==> config.mk <==
export PLATFORM = sky130hd
export DESIGN_NAME = addr_data_router
export DESIGN_NICKNAME = d
export VERILOG_FILES = /design/src/rtl/adr_pkg.sv /design/src/rtl/adr_decode.sv /design/src/rtl/adr_gpr_store.sv /design/src/rtl/adr_stream_mem.sv /design/src/rtl/addr_data_router.sv
export SDC_FILE = /design/constraint.sdc
export NUM_CORES = 2
export LEC_CHECK = 0
export ABC_AREA = 1
export BUFFER_PORTS_ARGS = -buffer_cell sky130_fd_sc_hd__buf_2
export CAP_MARGIN = 40
export CORE_ASPECT_RATIO = 1.5
export CORE_MARGIN = 3
export CORE_UTILIZATION = 56
export CTS_CLUSTER_SIZE = 24
export DETAILED_ROUTE_END_ITERATION = 7
export GPL_TIMING_DRIVEN = 0
export PLACE_DENSITY = 0.76
export SYNTH_ARGS = -nofsm -noshare
export SYNTH_HDL_FRONTEND = slang
export SYNTH_SLANG_ARGS = --single-unit
==> constraint.sdc <==
create_clock -name clk -period 3 [get_ports clk]
set_input_delay 0.45 -clock clk [delete_from_list [all_inputs] [get_ports clk]]
set_output_delay 0.45 -clock clk [all_outputs]
set_load 0.01 [all_outputs]
==> src/rtl/adr_pkg.sv <==
package adr_pkg;

    typedef enum logic {
        SRC_NORM = 1'b0,
        SRC_USER = 1'b1
    } src_e;

    typedef struct packed {
        logic        is_pipe;
        logic        legal;
        logic        no_inc;
        logic [7:0]  pidx;
        logic [15:0] offs;
    } addr_info_t;

    localparam logic [31:0] PIPE_STEP     = 32'h0100_0000;
    localparam logic [31:0] PIPE_BAD_BITS = 32'h00FB_FFFF;
    localparam logic [31:0] DEV_LIMIT     = 32'h0000_FFFF;
    localparam int          NO_INC_BIT    = 18;

endpackage

==> src/rtl/adr_decode.sv <==
module adr_decode
    import adr_pkg::*;
(
    input  logic [31:0] addr,
    output addr_info_t  info
);

    always_comb begin
        info.is_pipe = (addr > DEV_LIMIT);
        info.legal   = !info.is_pipe || ((addr & PIPE_BAD_BITS) == 32'h0);
        info.no_inc  = addr[NO_INC_BIT];
        info.pidx    = addr[31:24];
        info.offs    = addr[15:0];
    end

endmodule

==> src/rtl/adr_gpr_store.sv <==
module adr_gpr_store #(
    parameter int IDX_W   = 5,
    parameter int NUM_GPR = 32
) (
    input  logic             clk,
    input  logic             rst_n,
    input  logic             we,
    input  logic [IDX_W-1:0] widx,
    input  logic [31:0]      wdata,
    input  logic [IDX_W-1:0] ridx,
    output logic [31:0]      rdata
);

    logic [NUM_GPR-1:0][31:0] regs_q;

    generate
        for (genvar g = 0; g < NUM_GPR; g++) begin : g_reg
            if (g == 0) begin : g_zero
                assign regs_q[g] = 32'h0;
            end else begin : g_flop
                always_ff @(posedge clk or negedge rst_n) begin
                    if (!rst_n) begin
                        regs_q[g] <= 32'h0;
                    end else if (we && (widx == IDX_W'(g))) begin
                        regs_q[g] <= wdata;
                    end
                end
            end
        end
    endgenerate

    always_comb begin
        rdata = 32'h0;
        if (int'(ridx) < NUM_GPR) begin
            rdata = regs_q[ridx];
        end
    end

endmodule

==> src/rtl/adr_stream_mem.sv <==
module adr_stream_mem #(
    parameter int LO_IDX   = 8'h10,
    parameter int HI_IDX   = 8'h11,
    parameter int DATA_IDX = 8'h12
) (
    input  logic        clk,
    input  logic        rst_n,
    input  logic        pw_we,
    input  logic [7:0]  pw_idx,
    input  logic [31:0] pw_data,
    output logic        mem_we,
    output logic [63:0] mem_addr,
    output logic [31:0] mem_wdata
);

    localparam logic [7:0] I_LO   = 8'(LO_IDX);
    localparam logic [7:0] I_HI   = 8'(HI_IDX);
    localparam logic [7:0] I_DATA = 8'(DATA_IDX);

    logic [63:0] base_q;

    always_ff @(posedge clk or negedge rst_n) begin
        if (!rst_n) begin
            base_q    <= 64'h0;
            mem_we    <= 1'b0;
            mem_addr  <= 64'h0;
            mem_wdata <= 32'h0;
        end else begin
            mem_we <= 1'b0;
            if (pw_we) begin
                if (pw_idx == I_LO) begin
                    base_q[31:0] <= pw_data;
                end else if (pw_idx == I_HI) begin
                    base_q[63:32] <= pw_data;
                end else if (pw_idx == I_DATA) begin
                    mem_we    <= 1'b1;
                    mem_addr  <= base_q;
                    mem_wdata <= pw_data;
                    base_q    <= base_q + 64'd4;
                end
            end
        end
    end

    p_stream_step_r8: assert property (@(posedge clk) disable iff (!rst_n)
        (pw_we && pw_idx == I_DATA) |=> (base_q == $past(base_q) + 64'd4) && mem_we);

    p_stream_quiet_r8: assert property (@(posedge clk) disable iff (!rst_n)
        !(pw_we && pw_idx == I_DATA) |=> !mem_we);

endmodule

==> src/rtl/addr_data_router.sv <==
module addr_data_router
    import adr_pkg::*;
#(
    parameter int           IDX_W           = 5,
    parameter int           NUM_GPR         = 32,
    parameter int           NORM_ADDR_IDX   = 20,
    parameter int           USER_ADDR_IDX   = 21,
    parameter int           DATA_IDX        = 22,
    parameter int           DEV_REGS        = 4096,
    parameter int           STREAM_LO_IDX   = 8'h10,
    parameter int           STREAM_HI_IDX   = 8'h11,
    parameter int           STREAM_DATA_IDX = 8'h12,
    parameter logic [255:0] QUIET_PIPE_MASK = (256'd1 << 8'h30) | (256'd1 << 8'h31)
) (
    input  logic                          clk,
    input  logic                          rst_n,
    input  logic                          gpr_we,
    input  logic [IDX_W-1:0]              gpr_widx,
    input  logic [31:0]                   gpr_wdata,
    input  logic [IDX_W-1:0]              gpr_ridx,
    output logic [31:0]                   gpr_rdata,
    output logic                          dev_we,
    output logic [$clog2(DEV_REGS)-1:0]   dev_offs,
    output logic [31:0]                   dev_wdata,
    output logic                          pipe_we,
    output logic [7:0]                    pipe_idx,
    output logic [31:0]                   pipe_wdata,
    output logic                          mem_we,
    output logic [63:0]                   mem_addr,
    output logic [31:0]                   mem_wdata,
    output logic                          addr_fault,
    output logic                          user_active
);

    localparam int               DEV_AW = $clog2(DEV_REGS);
    localparam logic [IDX_W-1:0] IX_NA  = IDX_W'(NORM_ADDR_IDX);
    localparam logic [IDX_W-1:0] IX_UA  = IDX_W'(USER_ADDR_IDX);
    localparam logic [IDX_W-1:0] IX_DT  = IDX_W'(DATA_IDX);

    src_e        state_q, state_d;
    logic [31:0] addr_norm_q, addr_user_q;
    logic [31:0] addr_norm_d, addr_user_d;
    logic [31:0] act_addr, act_next;
    logic        wr_norm, wr_user, wr_data, wr_plain;
    addr_info_t  info_w, info_a;
    logic        dev_req, dev_in_range;
    logic        pw_req;
    logic [7:0]  pw_idx_c;
    logic [31:0] pw_data_c;
    logic        fault_set;
    logic [31:0] store_rdata;

    assign wr_norm  = gpr_we && (gpr_widx == IX_NA);
    assign wr_user  = gpr_we && (gpr_widx == IX_UA);
    assign wr_data  = gpr_we && (gpr_widx == IX_DT);
    assign wr_plain = gpr_we && !wr_norm && !wr_user && !wr_data;
    assign act_addr = (state_q == SRC_USER) ? addr_user_q : addr_norm_q;

    adr_decode u_dec_wr  (.addr(gpr_wdata), .info(info_w));
    adr_decode u_dec_act (.addr(act_addr),  .info(info_a));

    // Source-select state machine
    always_comb begin
        state_d = state_q;
        unique case (state_q)
            SRC_NORM: if (wr_user) state_d = SRC_USER;
            SRC_USER: if (wr_norm) state_d = SRC_NORM;
            default:  state_d = SRC_NORM;
        endcase
    end

    always_ff @(posedge clk or negedge rst_n) begin
        if (!rst_n) state_q <= SRC_NORM;
        else        state_q <= state_d;
    end

    // Target routing and address stepping
    always_comb begin
        dev_in_range = (32'(info_a.offs) < DEV_REGS);
        dev_req      = 1'b0;
        pw_req       = 1'b0;
        pw_idx_c     = 8'h0;
        pw_data_c    = 32'h0;
        fault_set    = 1'b0;
        act_next     = act_addr;
        if (wr_norm || wr_user) begin
            if (info_w.is_pipe && !info_w.legal) begin
                fault_set = 1'b1;
            end else if (info_w.is_pipe && QUIET_PIPE_MASK[info_w.pidx]) begin
                pw_req   = 1'b1;
                pw_idx_c = info_w.pidx;
            end
        end else if (wr_data) begin
            if (info_a.is_pipe) begin
                if (!info_a.legal) begin
                    fault_set = 1'b1;
                end else begin
                    pw_req    = 1'b1;
                    pw_idx_c  = info_a.pidx;
                    pw_data_c = gpr_wdata;
                    if (!info_a.no_inc) act_next = act_addr + PIPE_STEP;
                end
            end else begin
                dev_req  = dev_in_range;
                act_next = act_addr + 32'd1;
            end
        end
    end

    always_comb begin
        addr_norm_d = addr_norm_q;
        addr_user_d = addr_user_q;
        if (wr_norm) begin
            addr_norm_d = gpr_wdata;
        end else if (wr_user) begin
            addr_user_d = gpr_wdata;
        end else if (wr_data) begin
            if (state_q == SRC_USER) addr_user_d = act_next;
            else                     addr_norm_d = act_next;
        end
    end

    always_ff @(posedge clk or negedge rst_n) begin
        if (!rst_n) begin
            addr_norm_q <= 32'h0;
            addr_user_q <= 32'h0;
        end else begin
            addr_norm_q <= addr_norm_d;
            addr_user_q <= addr_user_d;
        end
    end

    // Registered outputs
    always_ff @(posedge clk or negedge rst_n) begin
        if (!rst_n) begin
            dev_we     <= 1'b0;
            dev_offs   <= '0;
            dev_wdata  <= 32'h0;
            pipe_we    <= 1'b0;
            pipe_idx   <= 8'h0;
            pipe_wdata <= 32'h0;
            addr_fault <= 1'b0;
        end else begin
            dev_we  <= dev_req;
            pipe_we <= pw_req;
            if (dev_req) begin
                dev_offs  <= info_a.offs[DEV_AW-1:0];
                dev_wdata <= gpr_wdata;
            end
            if (pw_req) begin
                pipe_idx   <= pw_idx_c;
                pipe_wdata <= pw_data_c;
            end
            if (fault_set) addr_fault <= 1'b1;
        end
    end

    assign user_active = (state_q == SRC_USER);

    adr_stream_mem #(
        .LO_IDX   (STREAM_LO_IDX),
        .HI_IDX   (STREAM_HI_IDX),
        .DATA_IDX (STREAM_DATA_IDX)
    ) u_stream (
        .clk       (clk),
        .rst_n     (rst_n),
        .pw_we     (pw_req),
        .pw_idx    (pw_idx_c),
        .pw_data   (pw_data_c),
        .mem_we    (mem_we),
        .mem_addr  (mem_addr),
        .mem_wdata (mem_wdata)
    );

    adr_gpr_store #(
        .IDX_W   (IDX_W),
        .NUM_GPR (NUM_GPR)
    ) u_store (
        .clk   (clk),
        .rst_n (rst_n),
        .we    (wr_plain),
        .widx  (gpr_widx),
        .wdata (gpr_wdata),
        .ridx  (gpr_ridx),
        .rdata (store_rdata)
    );

    always_comb begin
        if (gpr_ridx == IX_NA)       gpr_rdata = addr_norm_q;
        else if (gpr_ridx == IX_UA)  gpr_rdata = addr_user_q;
        else if (gpr_ridx == IX_DT)  gpr_rdata = 32'h0;
        else                         gpr_rdata = store_rdata;
    end

    // Checks
    p_one_target_r2: assert property (@(posedge clk) disable iff (!rst_n)
        $onehot0({dev_we, pipe_we}));

    p_src_user_r1: assert property (@(posedge clk) disable iff (!rst_n)
        wr_user |=> user_active);

    p_src_norm_r1: assert property (@(posedge clk) disable iff (!rst_n)
        wr_norm |=> !user_active);

    p_pipe_step_r4: assert property (@(posedge clk) disable iff (!rst_n)
        (wr_data && state_q == SRC_NORM && info_a.is_pipe && info_a.legal && !info_a.no_inc)
        |=> (addr_norm_q == $past(addr_norm_q) + PIPE_STEP));

    p_dev_step_r5: assert property (@(posedge clk) disable iff (!rst_n)
        (wr_data && state_q == SRC_NORM && !info_a.is_pipe)
        |=> (addr_norm_q == $past(addr_norm_q) + 32'd1));

    p_dev_range_r6: assert property (@(posedge clk) disable iff (!rst_n)
        (wr_data && !info_a.is_pipe && 32'(info_a.offs) >= DEV_REGS) |=> !dev_we);

    p_fault_sticky_r7: assert property (@(posedge clk) disable iff (!rst_n)
        addr_fault |=> addr_fault);

    p_illegal_quiet_r7: assert property (@(posedge clk) disable iff (!rst_n)
        (wr_data && info_a.is_pipe && !info_a.legal)
        |=> (!pipe_we && !dev_we && addr_fault && $stable(addr_norm_q) && $stable(addr_user_q)));

endmodule

==> metrics.cfg, run 1 <==
[floorplan]
io_pins=262
die_h_um=405.2
initial_core_util_pct=56.75
die_w_um=272.2
row_count=145

[logic_synthesis]
ys_seq_elements=1305
ys_top_cells_by_count=nand2_1, o21ai_0, dfrtp_1
synth.most_common_cell=nand2_1
avgSynthCellArea_um2=8.295
synth_top_area_cell=dfrtp_1
synth.area.top_cells=dfrtp_1, nand2_1, o21ai_0
ys.flop_type=dfrtp_1
syn_inst=7174
synthesis.area_um2=59510
async_flop_share_pct=100.0
synth.net_count=7224
synth-seq-area-share_pct=54.88
post-synth-top-area-fraction_pct=54.88
synth_edf_count=0
yosys_warnings=0
synth.distinct_cells=42

[placed_design]
place.gp.congestion=1.124
io_buffers=258
pre_cts_slack_ns=-1.878
dp_hpwl_mm=237.5
dp_cells=8994

[global_routing]
grt_pass1_vias=64950
track_usage_pct=65.00
grt_max_degree=175
grt.overflow.total=43
grt_pass1_wl_mm=505.8

[clock_network]
cts.sinks=1305
htree_levels=3
cts-root-buf=clkbuf_16
cts_buffer_depth=3
cts_buffers=121

[run_status]
outcome=stopped before the end
stop_error=[ERROR GRT-0116] Global routing finished with congestion. Check the congestion regions in the DRC Viewer.
stop_stage=5_1_grt

through the flow:
step                      setup TNS, ns  cell area, um^2  hold slack (ns)
after floorplan                       0            59510           0.1544
after global placement                -            62550           0.4342
after detailed placement        -398.75            64910           0.3965
after CTS                        -41.11            73230         0.001711
per-layer routing:
metal / GRT overflow / global-route usage, %
met5: 0 / 12.58
met4: 22 / 69.72
met3: 0 / 40.47
met2: 21 / 87.49
met1: 0 / 64.11
repair_timing:
| action | in CTS |
|---|---|
| pin swaps | 101 |
| resized for setup | 867 |
| hold endpoints to repair | 85 |
| hold buffers | 6 |
| gates cloned | 13 |
| buffers inserted | 99 |
| endpoints found under the setup margin | 328 |
logic make-up after synthesis:
group / Yosys count / share of synthesized area (%)
xor+xnor: 70 / 1.030
compound gates: 2044 / 18.83
simple gates: 2862 / 19.29
fa+ha+maj: 5 / 0.1051
flops: 1305 / 54.88
buf+inv: 888 / 5.862
==> run 2: changes to the inputs <==
Settings changed: CORE_ASPECT_RATIO 1.5 to not set, CORE_UTILIZATION 56 to 40, CTS_CLUSTER_SIZE 24 to not set, PLACE_DENSITY 0.76 to not set, PLACE_DENSITY_LB_ADDON set to 0.15.
Clock period 3 ns to 3.9 ns, I/O delays scaled along.
==> metrics.cfg, run 2 <==
[logic_synthesis]
synth_edf_count=0
synthAdderAreaFrac_pct=0.1051
synthSimpleGateAreaFrac_pct=19.29
synth.most_common_cell=nand2_1
yosys_warnings=0
async_flop_share_pct=100.0
synth.area.top_cells=dfrtp_1, nand2_1, o21ai_0
ys_seq_elements=1305
synthesis.area_um2=59510
post-synth-top-area-fraction_pct=54.88
synth.distinct_cells=42
avgSynthCellArea_um2=8.295
synth-seq-area-share_pct=54.88
synth_compound_area_share_pct=18.83
synth_mux_area_share_pct=0
syn_inst=7174
synth.net_count=7224
synth_xor_area_share_pct=1.030
synth_top_family_by_area=simple AND/OR/NAND/NOR gates
synth_top_area_cell=dfrtp_1
ys.flop_type=dfrtp_1
ys_top_cells_by_count=nand2_1, o21ai_0, dfrtp_1

[detailed_routing]
vias_per_cell=6.181
wl_per_cell_um=32.64
drt-initial-drc-count=8956
vias=60720
drt_first_pass_iters=8
postRouteAntennaNets=0
drc_errors=79
drt-total-wl_mm=320.6

[floorplan]
initial_core_util_pct=40.54
die_h_um=391.7
row_count=140
die_area_um2=153400
io_pins=262
core_area_um2=146800
die_w_um=391.7

[sta]
fin_crit_sh_pct=105.3
worstMarginPinSlew_ns=1.063
rsz0062_at_grt=yes
hold_violations=0
setup_viol=27
layout_min_cycle_time_ns=4.105
fin_skew_ns=0.02817
relSlewSlack_pct=29.10
timing.final.ws_setup_ns=-0.2054
timing.fmax_ghz=0.2436
drv_slew=0

[placed_design]
io_buffers=258
dp_hpwl_mm=238.2
place.gp.congestion=1.017
placed_cell_area_um2=65450

[pwr]
p_switching_mw=11.43
p_total_mw=37.05
ir_drop_mv=0.3901
power.share.clock_pct=39.2
pwr-share-seq_pct=44.6
p_int_mw=25.62
switching_share_pct=30.85
powerDensity_nw_per_um2=517.3
p_comb_share_pct=16.2
power_leakage_nw=33.18

[cells_and_area]
layout_common_cells=nand2_1, o21ai_0, dfrtp_1, clkbuf_1, nor2_1
final_area_um2=71620
drive_gt1_share_pct=12.50
layout_commonest_cell=nand2_1
area_growth_pct=20.36
top_regs=u_store.regs_q (992), u_stream.base_q (64), u_stream.mem_addr (64)
final.fill_count=14450
largest_reg_flops=992
top_register=u_store.regs_q
nets=7801

[run_status]
violations=DRC, setup timing
outcome=finished, violations left

[clock_network]
cts_buffers=151
insertion_delay_ns=0.80
cts-root-buf=clkbuf_16
htree_levels=4
cts_buffer_depth=3
cts_tree=done
clk_pin_slew_ns=0.06
cts.sinks=1305

[worst_setup_path]
worstRegToRegCells=21
start_kind=input pin
cp-end-kind=output pin
cp_cell_sequence=buf_2, clkbuf_1, clkbuf_2, buf_8, o21ai_0, o21ai_0, o211ai_1, nand3_1, o211ai_1, a21oi_1, buf_2
worstPathRequired_ns=3.31
cpPeakStageDelay_ns=0.50
r2r_start=user_active$_DFF_PN0_
path_class=in -> out
crit_arrival_ns=3.52
reg2reg_to=u_stream.base_q[14]$_DFFE_PN0P_
rrSetupSlack_ns=0.17
cp-startpoint=gpr_ridx[1]
path_max_fanout=10
cp_slowest_cell=o21ai_0

[hold_path]
holdCritPathClass=in -> reg
hold_start=gpr_wdata[20]
min_to=u_stream.mem_wdata[20]$_DFFE_PN0P_
hold_depth=3

[global_routing]
grt_max_degree=161
track_usage_pct=41.09
antenna_found_initial=33
grt_pass1_vias=55780
grt_pass1_wl_mm=441.4
grt.overflow.total=0

[run]
maxCapViolations=0

run 2: final cells by class:
cell class,instances,area [um^2],area share [%]
flip-flops and latches,1305,32660,45.60
plain buffers,656,3129,4.369
diodes,38,95.09,0.1328
clock buffers,225,4451,6.214
inverters,231,878.3,1.226
multi-input cells,4981,23910,33.38
well taps,1917,2399,3.349
repair buffers,425,3616,5.049
clock inverters,46,493.0,0.6883
run 2: through the flow:
step                hold WS [ns]  TNS [ns]  utilization, %  cells  setup WS (ns)
floorplan                 0.2894         0               -   7174         0.8290
CTS                      0.08416   -0.1147           48.51   9780       -0.08578
global placement          0.4342         -           43.05   9349         -27.87
global route              0.1035   -0.2521           48.73   9790       -0.04712
finish                    0.1272    -1.828           48.79   9824        -0.2054
detailed placement        0.4424    -96.83           44.59   9505         -1.897
run 2: power groups by stage:
stage	logic, mW	registers (mW)	clock network (mW)
6_report	5.98	16.5	14.5
5_1_grt	6.46	16.7	15.1
4_1_cts	5.68	16.5	14.6
3_5_place_dp	5.56	16.7	0
3_3_place_gp	5.21	16.7	0
2_1_floorplan	3.06	16.4	0
run 2: timing repair:
action,in CTS,in global routing
pin swaps,14,24
hold endpoints to repair,73,0
gates cloned,0,0
setup endpoints to repair,235,222
hold buffers,1,0
gates resized for setup,266,123
setup buffers,4,4
run 2: logic make-up (layout without fill, tap and decap cells):
group / count (synthesis) / in the layout
buffers and inverters: 888 / 1583
AOI/OAI and AO/OA: 2044 / 2044
other: 0 / 38
xor gates and xnor gates: 70 / 70
adders and majority gates: 5 / 5
and+or+nand+nor: 2862 / 2862
DFF: 1305 / 1305
run 2: how the worst max path moves through the flow:
| stage | end | slack [ns] | cells past startpoint |
|---|---|---|---|
| finish | gpr_rdata[0] | -0.21 | 11 |
| global route | gpr_rdata[0] | -0.05 | 11 |
| CTS | gpr_rdata[1] | -0.09 | 14 |
| detailed placement | gpr_rdata[1] | -1.90 | 14 |
| global placement | u_store.regs_q[126]$_DFFE_PN0P_ | -27.87 | 1 |
| floorplan | u_stream.mem_addr[14]$_DFFE_PN0P_ | 0.83 | 22 |
run 2: layer usage:
metal	GRT usage (%)	up-vias	share of wire [%]	wire [um]
met2	56.52	4392	40	129000
met4	25.19	16	7.4	23670
li1	-	25140	-	-
met1	53.92	30130	39	124600
met5	0.9569	-	0.11	356
met3	16.17	1052	13	43010
run 2: worst max-delay path: cells and delay by family:
family,cells,cell delay (ns)
compound gates,5,1.37
buf+inv,5,1.42
simple gates,1,0.13
No activity file was read; power rests on OpenSTA's default activity.
